<file path="config.mk">
export PLATFORM = sky130hd
export DESIGN_NAME = cond_exec_eval
export DESIGN_NICKNAME = d
export VERILOG_FILES = /design/src/rtl/cond_eval_pkg.sv /design/src/rtl/cond_base_sel.sv /design/src/rtl/cond_polarity.sv /design/src/rtl/cond_exec_eval.sv
export SDC_FILE = /design/constraint.sdc
export NUM_CORES = 1
export LEC_CHECK = 0
export BUFFER_PORTS_ARGS = -buffer_cell sky130_fd_sc_hd__buf_2
export CORE_AREA = 2 2 39 41
export DETAILED_ROUTE_END_ITERATION = 12
export DIE_AREA = 0 0 41 43
export PLACE_DENSITY = 0.3
export SLEW_MARGIN = 40
export SYNTH_ARGS = -nofsm -noshare
export SYNTH_HDL_FRONTEND = slang
export SYNTH_HIERARCHICAL = 1
export SYNTH_SLANG_ARGS = --single-unit
</file>
<file path="constraint.sdc">
create_clock -name vclk -period 1.2
set_input_delay 0.18 -clock vclk [all_inputs]
set_output_delay 0.18 -clock vclk [all_outputs]
set_load 0.005 [all_outputs]
</file>
<file path="src/rtl/cond_eval_pkg.sv">
package cond_eval_pkg;

  localparam int COND_W  = 4;
  localparam int GROUP_W = COND_W - 1;

  typedef struct packed {
    logic n;
    logic z;
    logic c;
    logic v;
  } status_flags_t;

  // Predicate groups: the low bit of the condition code selects polarity.
  typedef enum logic [GROUP_W-1:0] {
    GRP_ZERO     = 3'd0,
    GRP_CARRY    = 3'd1,
    GRP_NEG      = 3'd2,
    GRP_OVF      = 3'd3,
    GRP_U_HIGHER = 3'd4,
    GRP_S_GE     = 3'd5,
    GRP_S_GT     = 3'd6,
    GRP_ALWAYS   = 3'd7
  } pred_group_t;

endpackage

</file>
<file path="src/rtl/cond_base_sel.sv">
module cond_base_sel
  import cond_eval_pkg::*;
(
  input  pred_group_t   group_i,
  input  status_flags_t flags_i,
  output logic          pred_o
);

  logic signs_match;

  assign signs_match = ~(flags_i.n ^ flags_i.v);

  always_comb begin
    case (group_i)
      GRP_ZERO:     pred_o = flags_i.z;
      GRP_CARRY:    pred_o = flags_i.c;
      GRP_NEG:      pred_o = flags_i.n;
      GRP_OVF:      pred_o = flags_i.v;
      GRP_U_HIGHER: pred_o = flags_i.c & ~flags_i.z;
      GRP_S_GE:     pred_o = signs_match;
      GRP_S_GT:     pred_o = ~flags_i.z & signs_match;
      default:      pred_o = 1'b1;
    endcase
  end

endmodule

</file>
<file path="src/rtl/cond_polarity.sv">
module cond_polarity
  import cond_eval_pkg::*;
(
  input  pred_group_t group_i,
  input  logic        pred_i,
  input  logic        invert_i,
  output logic        exec_o,
  output logic        rsvd_o
);

  logic is_always_grp;

  assign is_always_grp = (group_i == GRP_ALWAYS);

  // The always group yields 1; inverting it gives the never/reserved case.
  assign exec_o = pred_i ^ invert_i;
  assign rsvd_o = is_always_grp & invert_i;

endmodule

</file>
<file path="src/rtl/cond_exec_eval.sv">
module cond_exec_eval
  import cond_eval_pkg::*;
(
  input  logic [COND_W-1:0] cond_i,
  input  logic              flag_n_i,
  input  logic              flag_z_i,
  input  logic              flag_c_i,
  input  logic              flag_v_i,
  output logic              exec_en_o,
  output logic              cond_rsvd_o
);

  status_flags_t flags;
  pred_group_t   group;
  logic          invert;
  logic          pred;

  assign flags  = '{n: flag_n_i, z: flag_z_i, c: flag_c_i, v: flag_v_i};
  assign group  = pred_group_t'(cond_i[COND_W-1:1]);
  assign invert = cond_i[0];

  cond_base_sel u_base (
    .group_i (group),
    .flags_i (flags),
    .pred_o  (pred)
  );

  cond_polarity u_pol (
    .group_i  (group),
    .pred_i   (pred),
    .invert_i (invert),
    .exec_o   (exec_en_o),
    .rsvd_o   (cond_rsvd_o)
  );

endmodule

</file>
# After elaboration in Yosys (flattened, before gate mapping)
# Index checks and enable logic that the tools add are counted.
# Widths: inputs -> output; s select.
# word_totals
wordCells	16
ff_bits	0
input_bits	8
out_inout_bits	2
# op_classes
eq_ne	7
n_bitwise	7
n_reduce_logical	1
muxes	1
# op_table
cell	count
$eq 3x3->1 const B	4
$pmux 1 s7	1
$eq 3x2->1 const B	2
$and 1x1->1	3
$eq 3x1->1 const B	1
$logic_not 3->1	1
$not 1->1	2
$xor 1x1->1	2

# Longest topological paths before layout
# Gate-level depths: netlist of the first run.
# depth
ltp_word	5
ltp_mapped	4
ltp_nobuf	4

# Cells and area by module
# The synthesis of the first run kept the hierarchy.
# by_module_without_submodules
mod	instances	seq_area_each_um2	cells_per_inst	area_per_inst_um2
cond_base_sel	1	0.0	9	78.8
cond_polarity	1	0.0	2	17.5

# Worst setup path after synthesis of the first run
# No wires, ideal clock.
# synth_timing
path_kind	input-to-output
start	input cond_i[2]
end	output exec_en_o
n_path_buf	0
t_required_ns	1.020
t_arrival_ns	0.946
path_stages	4
slack_ns	0.074
cell_sequence	mux4_2 -> nand2b_1 -> o31ai_1 -> xor2_1
# synth_between
elab_chain_len	3
elab_cells_between_ends	9
cone_classes	6 x eq/ne; 1 x mux; 1 x bitwise; 1 x reduce/logical
# synth_rtl
item	line	source
from (decl)	cond_exec_eval.sv:4	input logic [COND_W-1:0] cond_i,
$eq 3x3->1 (tied with other cells)	cond_base_sel.sv:14	case (group_i)
$pmux 1 s7 *	cond_base_sel.sv:14	
via pred	cond_exec_eval.sv:16	logic pred;
$xor 1x1->1 *	cond_polarity.sv:16	assign exec_o = pred_i ^ invert_i;
to (decl)	cond_exec_eval.sv:9	output logic exec_en_o,
# The timed path passes the listed nets; every way through them passes the cells marked *.

# Worst setup path in the final report of the first run
# layout_timing
start	input flag_n_i
end	output exec_en_o
# layout_between
elab_chain_len	5
# layout_rtl
item	line	source
from (decl)	cond_exec_eval.sv:5	input logic flag_n_i,
$xor 1x1->1	cond_base_sel.sv:11	assign signs_match = ~(flags_i.n ^ flags_i.v);
$not 1->1	cond_base_sel.sv:11	
$and 1x1->1	cond_base_sel.sv:21	GRP_S_GT: pred_o = ~flags_i.z & signs_match;
$pmux 1 s7 *	cond_base_sel.sv:14	
via pred	cond_exec_eval.sv:16	
$xor 1x1->1 *	cond_polarity.sv:16	
# Marks and branches as above.

==> flow_metrics.env, run 1 <==
export IMPL_power_density_cell_area_nw_per_um2=338
export IMPL_netlist_top_cell_by_area="mux4_2"
export IMPL_core_region_area_sq_um=1380
export IMPL_first_global_vias=112
export IMPL_portBuffers=10
export IMPL_synth_warning_count=6
export IMPL_yosysTopAreaCellShare_pct=23.4
export IMPL_crit_arrival_ns=1.18
export IMPL_seq_power_share_pct=0
export IMPL_vdd_drop_max_v=0.0000923
export IMPL_grt_antenna_before_repair=0
export IMPL_max_clock_freq_mhz=736
export IMPL_largest_net_degree_at_the_start_of_global_routing=7
export IMPL_worstMarginPinSlew_ns=0.289
export IMPL_yosysUniqueCellTypes=10
export IMPL_synth_sequential_area_ratio_pct=0
export IMPL_via_count=132
export IMPL_setup_tns_ns=-0.159
export IMPL_power_switching_mw=0.0269
export IMPL_grt_use_met1_pct=6.37
export IMPL_standard_cell_row_count=14
export IMPL_static_power_due_to_leakage_nw=0.0862
export IMPL_pwr_share_clk_pct=0
export IMPL_setup_worst_path_end_class="output port"
export IMPL_hp_class="input port to output port"
export IMPL_boundaryPins=10
export IMPL_critPathKind="input port to output port"
export IMPL_design_die_area_sq_um=1760
export IMPL_netlist_top_cells_area="mux4_2 23%, nand2b_1 13%, and4_1 9.1%"
export IMPL_route_detailed_drc=0
export IMPL_n_fill_cell=151
export IMPL_globalRouteMet2Util_pct=3.13
export IMPL_synth_net_count=19
export IMPL_dp_slack_ns=-0.196
export IMPL_normalized_max_slew_margin_pct=80.4
export IMPL_setup_worst_path_end="exec_en_o"
export IMPL_number_of_sequential_cells=0
export IMPL_globalRouteMet3Util_pct=1.05
export IMPL_drt_first_iter_violations=0
export IMPL_max_cap_violations=0
export IMPL_layout_area_seq_sq_um=0
export IMPL_timing_final_setup_violations=1
export IMPL_track_usage_pct=3.20
export IMPL_die_width_um=41
export IMPL_finish_net_count=32
export IMPL_outcome="complete, but fails checks"
export IMPL_synthesis_area_per_instance_sq_um=8.76
export IMPL_cp_max_fo=2
export IMPL_power_frac_comb_pct=100.0
export IMPL_timing_critical_path_required_ns=1.02
export IMPL_fin_ws_ns=-0.159
export IMPL_setup_worst_path_start="flag_n_i"
export IMPL_post_cts_hold_buffer_count=0
export IMPL_period_share_pct=113
export IMPL_dpl_instance_area_sq_um=174
export IMPL_cell_count_after_synthesis=11
export IMPL_startpoint_type="input port"
export IMPL_grt_ovfl_total=0
export IMPL_flow_area_growth_from_synthesis_pct=116
export IMPL_fin_area_sq_um=208
export IMPL_internal_power_mw=0.0434
export IMPL_post_route_cells_drive_above_1_share_pct=59.1
export IMPL_timing_final_max_slew_violations=0
export IMPL_grt_setup_unrepaired="true"
export IMPL_drt_pass1_iter_count=1
export IMPL_floorplan_initialDensity_pct=6.96
export IMPL_failing_checks="setup timing"
export IMPL_gr_max_usage_layer="met1"
export IMPL_antenna_violating_nets_post_route=0
export IMPL_final_clkbuf_count=0
export IMPL_chipHeight_um=43
export IMPL_finalWeightedCongestion=0.547
export IMPL_wl_um=317
export IMPL_vias_per_cell=3.47
export IMPL_antenna_diode_count=0
export IMPL_total_power_mw=0.0703
export IMPL_hold_violations=0
export IMPL_sw_frac_of_total_pct=38.3
export IMPL_layout_min_cycle_time_ns=1.36
export IMPL_synth_area_sq_um=96.3
export IMPL_grt_pass1_wl_um=427
export IMPL_routed_wire_length_per_instance_um=8.34
[power by group through the flow]
stage | combinational [mW] | clock [mW] | sequential (mW)
CTS | 0.0683 | 0 | 0
floorplan | 0.0258 | 0 | 0
detailed placement | 0.0575 | 0 | 0
finish | 0.0703 | 0 | 0
global route | 0.0758 | 0 | 0
global placement | 0.0549 | 0 | 0
[critical path: stages]
cell and delay [ns]:
buf_2 0.11, mux4_2 0.44, nand2b_1 0.10, o31ai_2 0.07, xor2_1 0.14, buf_2 0.14
[stage by stage]
step	util, %	hold WS, ns	std cells
floorplan	-	0.415	11
global placement	12.6	0.637	38
detailed placement	12.6	0.639	38
CTS	14.7	0.639	38
global route	15.0	0.652	38
finish	15.0	0.639	38
[Yosys cell counts]
master / instances
xor2_1: 1
and4_1: 1
nor3_1: 1
xnor2_1: 1
o31ai_1: 1
nor3b_1: 1
nor2b_1: 1
nand2b_1: 2
mux4_2: 1
o311ai_0: 1
[logic make-up after synthesis]
| family | Yosys count | share of synthesized area (%) |
|---|---|---|
| simple gates | 6 | 41.6 |
| xor+xnor | 2 | 18.2 |
| mux | 1 | 23.4 |
| compound gates | 2 | 16.9 |
[metal layers]
metal | up-vias | part of all wire [%]
met2 | 10 | 27
met5 | - | 0
met1 | 54 | 52
li1 | 68 | -
met4 | 0 | 0
met3 | 0 | 21
[cell type report]
type,count,area (sq um),area share (%)
Tap cell,16,20.0,9.64
Multi-Input combinational cell,11,101,48.8
Timing Repair Buffer,11,86.3,41.6
[layout by cell type (no fill, tap or decap)]
cell type	instances
buf_2	6
buf_6	3
nand2b_1	2
buf_8	1
buf_4	1
nor2b_1	1
xnor2_1	1
nor3_1	1
nor3b_1	1
o311ai_1	1
mux4_2	1
o31ai_2	1
xor2_1	1
and4_1	1
[how the worst min path moves through the flow]
stage,start,end,slack [ns],cells after the start
6_report,cond_i[0],exec_en_o,0.64,3
3_3_place_gp,cond_i[0],exec_en_o,0.64,3
5_1_grt,cond_i[0],exec_en_o,0.65,3
4_1_cts,cond_i[0],exec_en_o,0.64,3
2_1_floorplan,cond_i[0],exec_en_o,0.42,1
3_5_place_dp,cond_i[0],exec_en_o,0.64,3
[timing repair]
item | in CTS | in global routing
buffers inserted | 0 | 0
gates resized for setup | 5 | 2
endpoints found under the setup margin | 1 | 1
(Power assumes the default switching activity.)
==> inputs of run 2 (changes only) <==
==> constraint.sdc (replaced) <==
create_clock -name vclk -period 1.7
set_input_delay 0.255 -clock vclk [all_inputs]
set_output_delay 0.255 -clock vclk [all_outputs]
set_load 0.005 [all_outputs]
==> run 2 against run 1 <==
Effect of this change:
- the flow now finishes without violations
- sequential share of layout area unchanged
- worst hold slack improved by 0.15 ns
- final cell count decreased by 2.6%
- count of clock-buffer cells in the layout unchanged
- via count decreased by 3.8%
- combinational power decreased by 45%
- setup slack improved by 0.28 ns
- final area decreased by 20%
- flip-flop and latch count unchanged
- global-route usage decreased by 0.10 points
- critical path depth unchanged
- core utilization decreased by 3.0 points
==> flow_metrics.env, run 2 (synthesis gave the netlist of run 1 again) <==
export IMPL_outcome="complete, no violations"
export IMPL_worstMarginPinSlew_ns=0.322
export IMPL_startpoint_type="input port"
export IMPL_largest_net_degree_at_the_start_of_global_routing=7
export IMPL_cts_post_setup_buffers_inserted=0
export IMPL_vias_per_cell=3.43
export IMPL_setup_worst_path_end_class="output port"
export IMPL_route_detailed_drc=0
export IMPL_chipHeight_um=43
export IMPL_timing_critical_path_required_ns=1.44
export IMPL_holdWs_ns=0.791
export IMPL_max_clock_freq_mhz=635
export IMPL_power_frac_comb_pct=100.0
export IMPL_timing_final_setup_violations=0
export IMPL_grt_pass1_wl_um=407
export IMPL_track_usage_pct=3.10
export IMPL_timing_final_max_slew_violations=0
export IMPL_drt_pass1_iter_count=2
export IMPL_critPathKind="input port to output port"
export IMPL_internal_power_mw=0.0215
export IMPL_standard_cell_row_count=14
export IMPL_setup_tns_ns=0
export IMPL_post_route_cells_drive_above_1_share_pct=52.4
export IMPL_total_power_mw=0.0385
export IMPL_dpl_instance_area_sq_um=166
export IMPL_power_switching_mw=0.0170
export IMPL_pwr_share_clk_pct=0
export IMPL_power_density_cell_area_nw_per_um2=231
export IMPL_core_region_area_sq_um=1380
export IMPL_normalized_max_slew_margin_pct=78.2
export IMPL_via_count=127
export IMPL_seq_power_share_pct=0
export IMPL_mostFrequentLayoutCell="buf_2"
export IMPL_floorplan_initialDensity_pct=6.96
export IMPL_hold_violations=0
export IMPL_layout_area_seq_sq_um=0
export IMPL_portBuffers=10
export IMPL_grt_ovfl_total=0
export IMPL_static_power_due_to_leakage_nw=0.0693
export IMPL_max_cap_violations=0
export IMPL_period_share_pct=92.7
export IMPL_drt_first_iter_violations=1
export IMPL_finish_net_count=31
export IMPL_antenna_violating_nets_post_route=0
export IMPL_post_cts_resize_count=0
export IMPL_vdd_drop_max_v=0.0000643
export IMPL_number_of_sequential_cells=0
export IMPL_finalWeightedCongestion=0.549
export IMPL_fin_area_sq_um=166
export IMPL_boundaryPins=10
export IMPL_grt_setup_unrepaired="false"
export IMPL_sw_frac_of_total_pct=44.2
export IMPL_antenna_diode_count=0
export IMPL_flow_area_growth_from_synthesis_pct=72.7
export IMPL_wl_um=296
export IMPL_final_clkbuf_count=0
export IMPL_cp_max_fo=5
export IMPL_routed_wire_length_per_instance_um=8.00
export IMPL_final_cell_mix="10 x buf_2, 2 x nand2b_1"
export IMPL_final_core_util_pct=12.0
export IMPL_first_global_vias=83
export IMPL_die_width_um=41
export IMPL_layout_min_cycle_time_ns=1.58
export IMPL_grt_antenna_before_repair=0
export IMPL_design_die_area_sq_um=1760
export IMPL_post_cts_hold_buffer_count=0
export IMPL_crit_arrival_ns=1.32
export IMPL_hp_class="input port to output port"
run 2: cell count changes in the layout (fill, tap and decap cells not counted), sizes merged:
cell  before  now
buf       11   10
run 2: metrics by stage:
step / setup WS [ns] / std cells
2_1_floorplan: 0.424 / 11
3_3_place_gp: 0.141 / 37
3_5_place_dp: 0.121 / 37
4_1_cts: 0.120 / 37
5_1_grt: 0.0650 / 37
6_report: 0.125 / 37
run 2: cell type report:
type                       count  area (sq um)
fill                         153          1220
tap                           16          20.0
timing repair buffer          10          50.0
multi-input combinational     11          96.3
run 2: metal layers:
metal,wire length [um],vias to the layer above,part of all wire (%),global-route usage [%]
li1,-,65,-,-
met1,169,52,57,7.64
met2,72,10,24,1.88
met3,53,0,18,0.524
met4,0,0,0,0
met5,0,-,0,0
run 2: path summary, 6_finish.rpt:
check | start | endpoint | slack (ns) | depth (start not counted)
hold / removal | cond_i[0] | exec_en_o | 0.79 | 3
setup / recovery | cond_i[2] | exec_en_o | 0.12 | 6
run 2: power groups by stage:
stage | Combinational, mW | Sequential (mW) | Clock (mW)
6_report | 0.0385 | 0 | 0
5_1_grt | 0.0419 | 0 | 0
4_1_cts | 0.0386 | 0 | 0
3_5_place_dp | 0.0385 | 0 | 0
3_3_place_gp | 0.0371 | 0 | 0
2_1_floorplan | 0.0182 | 0 | 0
run 2: worst max-delay path, stage by stage:
cell,delay [ns]
buf_2,0.12
mux4_2,0.50
nand2b_1,0.08
o31ai_1,0.07
xor2_1,0.14
buf_2,0.14
==> inputs of run 3 (changes only) <==
--- a/config.mk
+++ b/config.mk
@@ -5,6 +5,7 @@
 export SDC_FILE = /design/constraint.sdc
 export NUM_CORES = 1
 export LEC_CHECK = 0
+export ABC_AREA = 1
 export BUFFER_PORTS_ARGS = -buffer_cell sky130_fd_sc_hd__buf_2
 export CORE_AREA = 2 2 39 41
 export DETAILED_ROUTE_END_ITERATION = 12
==> run 3 against run 2 <==
Effect of this change:
- flip-flop and latch count is the same
- worst hold slack gained 0.011 ns
- final area grew 29%
- area after synthesis grew 49%
- routed wire length grew 24%
==> flow_metrics.env, run 3 <==
export IMPL_static_power_due_to_leakage_nw=0.145
export IMPL_track_usage_pct=4.30
export IMPL_boundaryPins=10
export IMPL_sw_frac_of_total_pct=55.8
export IMPL_whs_path_depth=4
export IMPL_pwr_share_clk_pct=0
export IMPL_timing_critical_path_required_ns=1.44
export IMPL_synth_top_family_by_area="simple AND/OR/NAND/NOR gates"
export IMPL_synthesized_area_fraction_occupied_by_ao_oa_aoi_and_oai_cells_pct=13.0
export IMPL_number_of_sequential_cells=0
export IMPL_vias_per_cell=3.43
export IMPL_vdd_drop_max_v=0.0000319
export IMPL_final_clkbuf_count=0
export IMPL_die_width_um=41
export IMPL_core_region_area_sq_um=1380
export IMPL_cp_slowest_cell="buf_2"
export IMPL_critPathKind="input port to output port"
export IMPL_timing_hold_worst_start="cond_i[0]"
export IMPL_crit_buf_inv=4
export IMPL_post_synth_most_frequent_cells="15 x nand2_1, 6 x inv_1, 4 x nor2_1"
export IMPL_cts_post_setup_buffers_inserted=0
export IMPL_crit_path_cell_trace="buf_2, nand2_1, nand2_1, nor2_1, nand2_1, nand2_1, nand2_1, inv_1, inv_1, nand2_1, nand2_1, buf_2"
export IMPL_multi_input_gate_area_in_the_final_layout_sq_um=106
export IMPL_fin_ws_ns=0.343
export IMPL_synth_net_count=43
export IMPL_largest_net_degree_at_the_start_of_global_routing=6
export IMPL_timing_final_max_slew_violations=0
export IMPL_finish_net_count=55
export IMPL_final_core_util_pct=15.5
export IMPL_chipHeight_um=43
export IMPL_synth_area_sq_um=144
export IMPL_cell_count_after_synthesis=35
export IMPL_mostFrequentLayoutCell="nand2_1"
export IMPL_max_clock_freq_mhz=737
export IMPL_layout_min_cycle_time_ns=1.36
export IMPL_synth_warning_count=6
export IMPL_seq_power_share_pct=0
export IMPL_hp_class="input port to output port"
export IMPL_grt_setup_unrepaired="false"
export IMPL_antenna_violating_nets_post_route=0
export IMPL_post_cts_hold_buffer_count=0
export IMPL_portBuffers=10
export IMPL_grt_antenna_before_repair=0
export IMPL_post_route_cells_drive_above_1_share_pct=31.1
export IMPL_grt_pass1_wl_um=579
export IMPL_finalWeightedCongestion=0.623
export IMPL_grt_ovfl_total=0
export IMPL_period_share_pct=79.8
export IMPL_dp_slack_ns=0.339
export IMPL_numPlacedInstances=61
export IMPL_critical_path_max_stage_delay_ns=0.13
export IMPL_synth_adder_area_share_pct=0
export IMPL_final_cell_mix="15 x nand2_1, 10 x buf_2, 6 x inv_1"
export IMPL_layoutNonFillerInstCount=61
export IMPL_startpoint_type="input port"
export IMPL_standard_cell_row_count=14
export IMPL_internal_power_mw=0.0209
export IMPL_design_die_area_sq_um=1760
export IMPL_via_count=209
export IMPL_crit_path_frequent_cell="nand2_1"
export IMPL_outcome="complete, no violations"
export IMPL_synthMostInstantiatedCell="nand2_1"
export IMPL_yosysUniqueCellTypes=10
export IMPL_antenna_diode_count=0
export IMPL_setup_tns_ns=0
export IMPL_synthesis_area_per_instance_sq_um=4.11
export IMPL_power_switching_mw=0.0263
export IMPL_setup_worst_path_end_class="output port"
export IMPL_yosysTopAreaCellShare_pct=39.1
export IMPL_hold_violations=0
export IMPL_power_density_cell_area_nw_per_um2=221
export IMPL_dpl_hpwl_um=332
export IMPL_floorplan_initialDensity_pct=10.4
export IMPL_timing_final_setup_violations=0
export IMPL_yosys_area_share_xor_xnor_pct=0
export IMPL_synth_simple_gate_area_share_pct=60.9
export IMPL_netlist_top_cell_by_area="nand2_1"
export IMPL_n_fill_cell=177
export IMPL_wl_um=368
export IMPL_first_global_vias=166
export IMPL_post_cts_resize_count=0
export IMPL_crit_arrival_ns=1.10
export IMPL_hold_path_end="exec_en_o"
export IMPL_drt_pass1_iter_count=3
export IMPL_drt_first_iter_violations=2
export IMPL_synth_sequential_area_ratio_pct=0
export IMPL_netlist_top_cells_area="nand2_1 39%, inv_1 16%, nor2_1 10%"
export IMPL_layout_area_seq_sq_um=0
export IMPL_route_detailed_drc=0
export IMPL_power_frac_comb_pct=100.0
export IMPL_routed_wire_length_per_instance_um=6.03
export IMPL_muxShareOfSynthArea_pct=0
export IMPL_worstMarginPinSlew_ns=0.117
export IMPL_cp_max_fo=5
export IMPL_max_cap_violations=0
export IMPL_normalized_max_slew_margin_pct=92.2
export IMPL_flow_area_growth_from_synthesis_pct=48.7
export IMPL_cpLargestDelayFamily="simple AND/OR/NAND/NOR gates"
==> run 3: how the worst max path moves through the flow <==
stage	start	end	slack (ns)	depth (start not counted)
finish	cond_i[2]	exec_en_o	0.34	12
global route	cond_i[2]	exec_en_o	0.19	12
CTS	cond_i[2]	exec_en_o	0.33	12
detailed placement	cond_i[2]	exec_en_o	0.34	12
global placement	cond_i[1]	exec_en_o	0.32	13
floorplan	cond_i[2]	exec_en_o	0.66	10
==> run 3: kinds of logic (layout without fill, tap and decap cells) <==
group,Yosys count,count (layout)
AO/OA/AOI/OAI,3,3
AND/OR/NAND/NOR,22,22
buffers and inverters,10,20
==> run 3: tightest hold or removal path, stage by stage <==
cell and delay (ns):
buf_2 0.10, nand2_1 0.05, nand2_1 0.05, buf_2 0.10
==> run 3: power groups by stage <==
stage | clock [mW] | sequential (mW) | combinational, mW
2_1_floorplan | 0 | 0 | 0.0274
3_3_place_gp | 0 | 0 | 0.0491
3_5_place_dp | 0 | 0 | 0.0478
4_1_cts | 0 | 0 | 0.0481
5_1_grt | 0 | 0 | 0.0560
6_report | 0 | 0 | 0.0472
==> run 3: layout make-up <==
| class | instances | area share [%] |
|---|---|---|
| multi-input combinational | 25 | 49.7 |
| timing repair buffer | 10 | 23.4 |
| inverter | 10 | 17.5 |
| tap | 16 | 9.36 |
==> run 3: per-layer routing <==
layer  part of all wire (%)  track usage [%]  wire length [um]
met2                     37             7.19               137
met4                      0                0                 0
met3                     11                0                41
met5                      0                0                 0
met1                     51             6.33               189
==> run 3: metrics by stage <==
step | hold WS (ns) | area (sq um) | power (mW)
final | 0.802 | 214 | 0.0472
after global routing | 0.846 | 214 | 0.0560
after CTS | 0.807 | 214 | 0.0481
after detailed placement | 0.807 | 214 | 0.0478
after global placement | 0.807 | 214 | 0.0491
after floorplan | 0.584 | 144 | 0.0274
